## src/rtl/ata_cmd_decoder.sv

```systemverilog
module ata_cmd_decoder #(
  parameter int LBA_W        = 28,
  parameter int SECTOR_BYTES = 512,
  parameter int CAPACITY     = 1 << 24,
  localparam int LEN_W       = 9 + $clog2(SECTOR_BYTES)
) (
  input  logic             clk,
  input  logic             rst_n,
  input  logic             cmd_wr,
  input  logic [7:0]       cmd_byte,
  input  logic [7:0]       sect_cnt,
  input  logic [LBA_W-1:0] lba_in,
  input  logic             lba_mode,
  input  logic             dma_active,
  input  logic             dma_done,
  output logic             dma_start,
  output logic             dma_dir,
  output logic [LEN_W-1:0] xfer_len,
  output logic [LBA_W-1:0] xfer_lba,
  output logic [7:0]       status,
  output logic [7:0]       err_reg,
  output logic             irq
);
  localparam int OFS_W = $clog2(SECTOR_BYTES);
  localparam logic [LBA_W:0] CAP = (LBA_W+1)'(CAPACITY);

  logic busy, accept, is_dma, is_pwr, addr_ok;
  logic [8:0] cnt9;
  logic [LBA_W:0] end_blk;

  assign busy    = status[7];
  assign accept  = cmd_wr && !busy;
  assign cnt9    = (sect_cnt == 8'd0) ? 9'd256 : {1'b0, sect_cnt};
  assign end_blk = {1'b0, lba_in} + (LBA_W+1)'(cnt9);
  assign addr_ok = lba_mode && (end_blk <= CAP);
  assign is_dma  = cmd_byte inside {8'hC8, 8'hC9, 8'hCA};
  assign is_pwr  = cmd_byte inside {8'hE0, 8'hE1, 8'hE2, 8'hE3, 8'hE6,
                                    8'h94, 8'h95, 8'h96, 8'h97, 8'h99};

  always_ff @(posedge clk) begin
    if (!rst_n) begin
      status    <= 8'h40;
      err_reg   <= 8'h00;
      irq       <= 1'b0;
      dma_start <= 1'b0;
      dma_dir   <= 1'b0;
      xfer_len  <= '0;
      xfer_lba  <= '0;
    end else begin
      irq       <= 1'b0;
      dma_start <= 1'b0;
      if (accept) begin
        if (is_dma && addr_ok) begin
          xfer_len <= {cnt9, {OFS_W{1'b0}}};
          xfer_lba <= lba_in;
          dma_dir  <= (cmd_byte == 8'hCA);
          err_reg  <= 8'h00;
          if (dma_active) begin
            dma_start <= 1'b1;
            status    <= 8'h80;
          end
        end else if (is_pwr) begin
          status  <= 8'h40;
          err_reg <= 8'h00;
          irq     <= 1'b1;
        end else begin
          status  <= 8'h41;
          err_reg <= 8'h04;
          irq     <= 1'b1;
        end
      end else if (busy && dma_done) begin
        status <= 8'h50;
        irq    <= 1'b1;
      end
    end
  end


  start_needs_armed_chk: assert property (@(posedge clk) disable iff (!rst_n)
    dma_start |-> $past(cmd_wr && dma_active));


  start_sets_busy_chk: assert property (@(posedge clk) disable iff (!rst_n)
    dma_start |-> (status[7] && xfer_len != '0));


  busy_holds_chk: assert property (@(posedge clk) disable iff (!rst_n)
    (status[7] && !dma_done) |=> status[7]);


  irq_not_busy_chk: assert property (@(posedge clk) disable iff (!rst_n)
    irq |-> !status[7]);


  abort_flags_err_chk: assert property (@(posedge clk) disable iff (!rst_n)
    err_reg[2] |-> status[0]);


  busy_ignores_cmd_chk: assert property (@(posedge clk) disable iff (!rst_n)
    ($past(status[7]) && !$past(dma_done)) |-> ($stable(xfer_lba) && $stable(err_reg)));
endmodule

```

## config.mk

```make
export PLATFORM = sky130hd
export DESIGN_NAME = ata_cmd_decoder
export DESIGN_NICKNAME = d
export VERILOG_FILES = /design/src/rtl/ata_cmd_decoder.sv
export SDC_FILE = /design/constraint.sdc
export NUM_CORES = 1
export LEC_CHECK = 0
export ABC_AREA = 1
export BUFFER_PORTS_ARGS = -buffer_cell sky130_fd_sc_hd__buf_2
export CAP_MARGIN = 20
export CORE_MARGIN = 5
export CORE_UTILIZATION = 51
export CTS_CLUSTER_DIAMETER = 120
export DETAILED_ROUTE_END_ITERATION = 8
export GPL_TIMING_DRIVEN = 0
export MAX_ROUTING_LAYER = met4
export PLACE_DENSITY = 0.82
export SYNTH_ARGS = -nofsm -noshare
export SYNTH_HDL_FRONTEND = slang
export SYNTH_SLANG_ARGS = --single-unit
```

## constraint.sdc

```tcl
create_clock -name clk -period 4.1 [get_ports clk]
set_clock_uncertainty 0.15 [all_clocks]
set_input_delay 0.82 -clock clk [delete_from_list [all_inputs] [get_ports clk]]
set_output_delay 0.82 -clock clk [all_outputs]
set_load 0.01 [all_outputs]
```

==> results of run 1 <==
==> logic make-up after synthesis <==
group,after synthesis,synth area share [%]
and+or+nand+nor,329,43.7
DFF,45,27.9
buffers and inverters,103,15.1
AOI/OAI and AO/OA,49,7.98
xor gates and xnor gates,4,1.08
adders and majority gates,10,4.11
other,1,0.116
==> worst min-delay path: cells and delay by family (launching register included) <==
family,cells,cell delay (ns)
buf+inv,1,0.03
flops,1,0.32
simple gates,1,0.07
==> power by group through the flow <==
| stage | logic, uW | clock network (uW) | registers, uW |
|---|---|---|---|
| detailed placement | 202 | 0 | 451 |
| global route | 232 | 306 | 441 |
| CTS | 203 | 287 | 440 |
| global placement | 198 | 0 | 450 |
| floorplan | 132 | 0 | 452 |
| finish | 205 | 285 | 440 |
==> how the worst max path moves through the flow <==
stage	to	slack, ns	cells after the start
after floorplan	xfer_lba[14]$_SDFFE_PN0P_	0.79	22
after global placement	xfer_lba[22]$_SDFFE_PN0P_	0.19	24
after detailed placement	xfer_lba[22]$_SDFFE_PN0P_	0.14	24
after CTS	xfer_lba[22]$_SDFFE_PN0P_	0.43	19
after global routing	xfer_lba[16]$_SDFFE_PN0P_	0.05	19
final	xfer_lba[22]$_SDFFE_PN0P_	0.41	19
==> synth_stat cells, types with 2 or more instances <==
| master | instances | area share [%] |
|---|---|---|
| ha_1 | 9 | 3.5 |
| nor3_1 | 3 | 0.46 |
| nand2_2 | 5 | 0.97 |
| nor2_2 | 14 | 2.7 |
| nand4_1 | 6 | 1.2 |
| buf_2 | 3 | 0.46 |
| inv_2 | 3 | 0.35 |
| nand2_1 | 135 | 16 |
| clkinv_1 | 2 | 0.23 |
| and2_1 | 3 | 0.58 |
| nand3_1 | 46 | 7.1 |
| dfxtp_1 | 45 | 28 |
| nor4_1 | 3 | 0.58 |
| nand3b_1 | 5 | 1.2 |
| xor2_1 | 3 | 0.81 |
| inv_1 | 63 | 7.3 |
| buf_6 | 3 | 1.0 |
| clkbuf_1 | 7 | 0.81 |
| nor2_1 | 105 | 12 |
| buf_4 | 20 | 4.6 |
| a21oi_1 | 9 | 1.4 |
| o21ai_0 | 36 | 5.6 |
==> layout make-up <==
cell class	count	area, um^2
multi-input cells	412	1910
clock buffers	5	68.8
clock inverters	3	21.3
well taps	77	96.3
fillers	631	2290
plain buffers	35	234
flip-flops and latches	45	901
repair buffers	93	465
inverters	68	255
==> metal layers <==
layer	share of wire (%)	up-vias
met5	0	-
met3	8.9	14
li1	-	1886
met1	42	1654
met4	1.5	0
met2	47	150
==> through the flow <==
| stage | area (um^2) | total power, uW | worst slack [ns] | hold WS [ns] |
|---|---|---|---|---|
| after CTS | 3950 | 930 | 0.428 | 0.309 |
| after global placement | 3860 | 648 | 0.194 | 0.289 |
| final | 3950 | 930 | 0.414 | 0.306 |
| after floorplan | 3300 | 584 | 0.789 | 0.326 |
| after detailed placement | 3860 | 652 | 0.138 | 0.295 |
| after global routing | 3950 | 979 | 0.0505 | 0.336 |
==> metrics.txt, run 1 <==
outcome=complete, no violations; CTS tree=done; Slowest Stage Delay on Critical Path=0.28 ns; Hold Path Class=reg2reg; crit-path max FO=10; # rows=29; total CTS buffers=5; r2r setup slk=2.30 ns; family with the most delay on the worst path=simple AND/OR/NAND/NOR gates; global routing's busiest layer=met2; biggest regs=xfer_lba x28, xfer_len x9, status x4; asr flop ratio synth=0%; critical-path cell list=buf_2, nor4_1, and2_1, ha_1, nand2_1, inv_1, a21oi_1, nand3_1, nand3_1, xor2_1, nand3b_1, nor2_2, nand2_2, nor2_4, inv_2, buf_6, buf_6, nor2_1, nor2_1; Gate power share=22.0%; Setup Buffers After CTS=0; RSZ-0062 raised after global routing=no; routing usage on met3=4.29%; WS Path Type=in2reg; Detail Route Antenna Nets=0; Detailed Route Iter0 Violations=229; via count=3704; vias in the first global route=3412; Static Leak=0.00231 uW; max reg flops=28; Worst R2R End=xfer_lba[22]$_SDFFE_PN0P_; synthesized area per cell=5.97 um^2; Peak VDD IR=220 uV; clk root buf=clkbuf_8; Die Y=89.6 um; CTS max path bufs=2; WP data arrival=3.74 ns; met2 Resource Use GR=40.2%; part of the Yosys area used for sequential elements=27.9%; fin cells=738; number of flops mapped to enable cells by yosys=0; P_int=637 uW; drt wl/cell=12.5 um; largest net degree at the start of global routing=16; Post-synth top flop=dfxtp_1; Hold Startpoint=xfer_lba[26]$_SDFFE_PN0P_; Num Clock Sinks=45; CTS-repair resized insts=0; GRT met1 Usage=29.3%; Hold EP=xfer_lba[26]$_SDFFE_PN0P_; Buf/Inv on CP=5; Final period util=89.9%; fraction of layout cells with a size suffix above 1=23.0%; post-synthesis register bit count=45; Ys Warns=0; R2R depth=8; Reg with most FFs=xfer_lba; max_cap viols=0; Initial Util=51.8%; hpwl dp=7.68 mm; setup TNS=0 ns; drt pass-1 iters=4; most frequent cells in the layout=nand2_1, nor2_1, buf_2; mapped cell area=3230 um^2; commonest non-fill, non-tap cell in the layout=nand2_1; diode count=0; Top Ports=115; # hold bufs at CTS=0; crit path from=sect_cnt[1]; maximum clock rate=271 MHz; initial antenna violation count=0; Final setup viols=0; die width=89.6 um; Critical Path Source Type=primary input; crit path max-delay cell type=ha_1; number of max-slew violations in the final report=0; Hold Path Depth=2; GRT Resource Usage Total=23.7%; die area=8030 um^2; Detailed Route WL=9.25 mm; residual DRC count=0; pwr/cell area=235 nW/um^2; first-pass GRT wire length=14.7 mm; Final Hold Vio Count=0; Port Buffers=93; Overflow after GRT=0; Sequential Power Share=47.3%; clock share of power=30.6%; Period minus WS final=3.69 ns; Net Sw Frac=31.5%; Critical Path Sink Type=register; htree depth=2; Synth-to-Final Area Change=22.4%; post-synthesis cell count=541; Netlist cell types=35; Sw Pwr=293 uW; Worst-path clk slew=0.09 ns; placed cell count=730; clock insertion delay at the later pin of the skew report=0.30 ns; Layout Utilization=63.4%; Vias/cell=5.02; Critical Path RT=4.15 ns; worst r2r src=status[7]$_SDFFE_PN0P_; nets=720; gpl congestion=0.908; core area=6240 um^2
No activity file was read; power rests on OpenSTA's default activity.
==> inputs of run 2 (changes only) <==
--- a/config.mk
+++ b/config.mk
@@ -11,8 +11,7 @@
 export CORE_MARGIN = 5
 export CORE_UTILIZATION = 51
-export CTS_CLUSTER_DIAMETER = 120
+export CTS_CLUSTER_DIAMETER = 40
 export DETAILED_ROUTE_END_ITERATION = 8
 export GPL_TIMING_DRIVEN = 0
-export MAX_ROUTING_LAYER = met4
 export PLACE_DENSITY = 0.82
 export SYNTH_ARGS = -nofsm -noshare
--- a/constraint.sdc
+++ b/constraint.sdc
@@ -3,3 +3,3 @@
 set_input_delay 0.82 -clock clk [delete_from_list [all_inputs] [get_ports clk]]
 set_output_delay 0.82 -clock clk [all_outputs]
-set_load 0.01 [all_outputs]
+set_load 0.005 [all_outputs]
==> metrics.txt, run 2 (same netlist as run 1, synthesis figures left out) <==
most frequent cells in the layout=nand2_1, nor2_1, buf_2; clk root buf=clkbuf_8; WP data arrival=3.79 ns; clock insertion delay at the later pin of the skew report=0.29 ns; r2r setup slk=2.35 ns; largest net degree at the start of global routing=15; nets=720; Detailed Route Iter0 Violations=195; Critical Path Source Type=primary input; Num Clock Sinks=45; biggest regs=xfer_lba x28, xfer_len x9, status x4; register area=901 um^2; fraction of layout cells with a size suffix above 1=22.8%; Layout Utilization=63.7%; filler instances=635; number of max-slew violations in the final report=0; setup TNS=0 ns; max reg flops=28; # hold bufs at CTS=0; R2R depth=8; Reg with most FFs=xfer_lba; first-pass GRT wire length=14.9 mm; drt pass-1 iters=4; outcome=complete, no violations; Worst-path clk slew=0.09 ns; core area=6240 um^2; Hold EP=xfer_lba[26]$_SDFFE_PN0P_; Final Hold Vio Count=0; Critical Path RT=4.15 ns; WS Path Type=in2reg; Hold Startpoint=xfer_lba[26]$_SDFFE_PN0P_; die width=89.6 um; Period minus WS final=3.74 ns; Static Leak=0.00232 uW; Peak VDD IR=245 uV; Hold Path Depth=2; pwr/cell area=246 nW/um^2; initial antenna violation count=0; Final setup viols=0; Hold Path Class=reg2reg; htree depth=2; Worst R2R End=xfer_lba[22]$_SDFFE_PN0P_; Die Y=89.6 um; die area=8030 um^2; placed cell count=730; diode count=0; Port Buffers=93; RSZ-0062 raised after global routing=no; crit path from=sect_cnt[1]; via count=3651; maximum clock rate=267 MHz; Detail Route Antenna Nets=0; Initial Util=51.8%; Setup Buffers After CTS=0; Critical Path Sink Type=register; total CTS buffers=5; vias in the first global route=3373; max_cap viols=0; Top Ports=115; drt wl/cell=12.5 um; worst setup margin=0.358 ns; Overflow after GRT=0; DP Worst Slack=0.126 ns; CTS tree=done; crit-path max FO=10; CTS-repair resized insts=0; fin cells=738; GRT Resource Usage Total=23.4%; Pwr Total=976 uW; CTS max path bufs=2; # rows=29; Vias/cell=4.95; gpl congestion=0.892; residual DRC count=0; Detailed Route WL=9.25 mm; hpwl dp=7.63 mm; Multi-input gate area=1910 um^2; Final period util=91.3%; Synth-to-Final Area Change=23.0%; commonest non-fill, non-tap cell in the layout=nand2_1; worst r2r src=status[7]$_SDFFE_PN0P_
run 2: area by class of cell:
type                    instances  share of cell area [%]
flip-flops and latches         45                    22.7
clock inverters                 2                   0.976
clock buffers                   6                    1.83
multi-input cells             412                    48.1
plain buffers                  35                    5.89
repair buffers                 93                    11.7
inverters                      68                    6.42
well taps                      77                    2.42
run 2: worst max-delay path by stage:
stage,slack [ns],endpoint,depth (start not counted)
3_5_place_dp,0.13,xfer_len[9]$_SDFFE_PN0P_,22
5_1_grt,0.04,xfer_lba[15]$_SDFFE_PN0P_,22
6_report,0.36,xfer_lba[22]$_SDFFE_PN0P_,19
2_1_floorplan,0.79,xfer_lba[14]$_SDFFE_PN0P_,22
4_1_cts,0.38,xfer_lba[22]$_SDFFE_PN0P_,19
3_3_place_gp,0.19,xfer_lba[22]$_SDFFE_PN0P_,24
run 2: worst max-delay path, stage by stage:
cell and delay [ns]:
buf_2 0.15, nor4_1 0.30, and2_1 0.20, ha_1 0.29, nand2_1 0.17, inv_1 0.05, a21oi_1 0.18, nand3_1 0.18
nand3_1 0.16, xor2_1 0.16, nand3b_1 0.10, nor2_2 0.12, nand2_2 0.12, nor2_4 0.25, inv_2 0.08, buf_6 0.15
buf_6 0.14, nor2_1 0.10, nor2_1 0.05
run 2: stage by stage:
stage / hold slack [ns] / area [um^2]
floorplan: 0.299 / 3300
global placement: 0.289 / 3860
detailed placement: 0.292 / 3860
CTS: 0.306 / 3980
global route: 0.334 / 3980
finish: 0.305 / 3980
run 2: per-layer routing:
| metal | global-route usage [%] | wire length [um] | up-vias |
|---|---|---|---|
| met5 | 0 | 0 | - |
| li1 | - | - | 1886 |
| met1 | 29.3 | 3850 | 1610 |
| met3 | 5.38 | 868 | 15 |
| met4 | 6.63 | 182 | 0 |
| met2 | 40.1 | 4350 | 140 |
run 2: report_power, final:
group	switching [uW]	leakage [uW]	internal [uW]	total, uW
sequential	1.08	0.000363	439	440
combinational	124	0.00190	76.8	201
clock	152	0.0000554	183	335
total	277	0.00232	699	976
==> inputs of run 3 (changes only) <==
Settings changed: CORE_UTILIZATION 51 to 52, CTS_BUF_LIST set to sky130_fd_sc_hd__clkbuf_2 sky130_fd_sc_hd__clkbuf_4 sky130_fd_sc_hd__clkbuf_8, PLACE_DENSITY 0.82 to 0.9, REMOVE_ABC_BUFFERS set to 1.
==> metrics.txt, run 3 (same netlist as run 1, synthesis figures left out) <==
htree depth=2; drt wl/cell=12.5 um; worst setup margin=0.332 ns; Top Ports=115; Die Y=88.8 um; Initial Util=53.9%; clk root buf=clkbuf_8; Peak VDD IR=230 uV; Detail Route Antenna Nets=0; clock insertion delay at the later pin of the skew report=0.30 ns; Period minus WS final=3.77 ns; GRT Resource Usage Total=22.7%; Critical Path Source Type=primary input; Synth-to-Final Area Change=16.2%; setup TNS=0 ns; die width=88.8 um; drt pass-1 iters=5; initial antenna violation count=0; # hold bufs at CTS=0; RSZ-0062 raised after global routing=no; max reg flops=28; Final period util=91.9%; Critical Path Sink Type=register; core area=5990 um^2; WHS=0.310 ns; Static Leak=0.00216 uW; vias in the first global route=3329; total CTS buffers=5; Critical Path RT=4.19 ns; residual DRC count=0; DP Worst Slack=-0.603 ns; Detailed Route Iter0 Violations=266; Post-Layout Inst Area=3750 um^2; Port Buffers=94; hpwl dp=6.80 mm; most frequent cells in the layout=nand2_1, nor2_1, buf_2; placed instance area=3630 um^2; number of max-slew violations in the final report=0; gpl congestion=0.908; max_cap viols=0; outcome=complete, no violations; Overflow after GRT=0; Num Clock Sinks=45; Least-Margin Pin Slew=0.598 ns; first-pass GRT wire length=14.5 mm; Vias/cell=5.05; CTS tree=done; nets=689; maximum clock rate=265 MHz; # rows=28; pwr/cell area=243 nW/um^2; Hold Path Class=reg2reg; CTS max path bufs=2; Worst-path clk slew=0.09 ns; Reg with most FFs=xfer_lba; biggest regs=xfer_lba x28, xfer_len x9, status x4; Rel. slew slack=60.2%; Final setup viols=0; die area=7890 um^2; commonest non-fill, non-tap cell in the layout=nand2_1; WS Path Type=in2reg; Final Hold Vio Count=0; WP data arrival=3.85 ns; crit-path max FO=15; via count=3559; diode count=0; fraction of layout cells with a size suffix above 1=20.5%; largest net degree at the start of global routing=41; Detailed Route WL=8.79 mm
## run 3: changes by cell type in the layout (fill, tap and decap cells not counted), sizes merged
| cell | before | now |
|---|---|---|
| buf | 120 | 96 |
| clkbuf | 14 | 6 |
| clkinvlp | 0 | 2 |
| bufinv | 1 | 0 |
| clkinv | 3 | 2 |
| nor2 | 120 | 121 |
## run 3: power by group
part           switching (uW)  leakage, uW  internal, uW  total [uW]
clock network             159    0.0000408           127         286
logic                     121      0.00176          63.9         185
registers                1.20     0.000363           439         440
total                     281      0.00216           630         911
## run 3: worst max-delay path, stage by stage
cell      delay, ns
buf_2          0.14
nor4_1         0.44
and2_1         0.23
ha_1           0.29
nand2_1        0.17
inv_1          0.05
a21oi_1        0.18
nand3_1        0.16
nand3_1        0.12
xor2_1         0.16
nand3b_1       0.11
nor2_2         0.14
nand2_2        0.15
nor2_4         0.19
buf_4          0.23
o21ai_0        0.10
nor2_1         0.14
## run 3: final cells by class
cell class | count | area [um^2]
clock inverters | 2 | 15.0
multi-input cells | 413 | 1920
inverters | 68 | 258
well taps | 75 | 93.8
clock buffers | 6 | 76.3
repair buffers | 96 | 485
flip-flops and latches | 45 | 901
fillers | 559 | 2240
## run 3: per-layer routing
| layer | vias to the layer above | track usage, % | share of wire, % |
|---|---|---|---|
| met4 | 0 | 7.14 | 1.2 |
| met5 | - | 0 | 0 |
| met3 | 10 | 2.98 | 6.1 |
| met2 | 120 | 38.4 | 49 |
| li1 | 1828 | - | - |
| met1 | 1601 | 29.8 | 44 |
## run 3: what timing repair did
| action | in CTS | in global routing |
|---|---|---|
| pin swaps | 1 | 1 |
| cloned | 1 | 0 |
| gates resized for setup | 1 | 1 |
| buffers inserted | 0 | 2 |
| endpoints found under the setup margin | 38 | 38 |
## run 3: path summary, 6_finish.rpt
path | slack, ns | from | cells past startpoint | to
worst max-delay path | 0.33 | sect_cnt[1] | 17 | xfer_lba[5]$_SDFFE_PN0P_
worst min-delay path | 0.31 | xfer_lba[25]$_SDFFE_PN0P_ | 2 | xfer_lba[25]$_SDFFE_PN0P_
worst max register to register | 2.42 | status[7]$_SDFFE_PN0P_ | 6 | xfer_lba[5]$_SDFFE_PN0P_
worst min register to register | 0.31 | xfer_lba[25]$_SDFFE_PN0P_ | 2 | xfer_lba[25]$_SDFFE_PN0P_
## run 3: stage by stage
step | utilization, % | instances | total power [uW]
2_1_floorplan | - | 525 | 560
3_3_place_gp | 60.6 | 694 | 625
3_5_place_dp | 60.6 | 694 | 630
4_1_cts | 62.3 | 703 | 913
5_1_grt | 62.6 | 705 | 959
6_report | 62.6 | 705 | 911
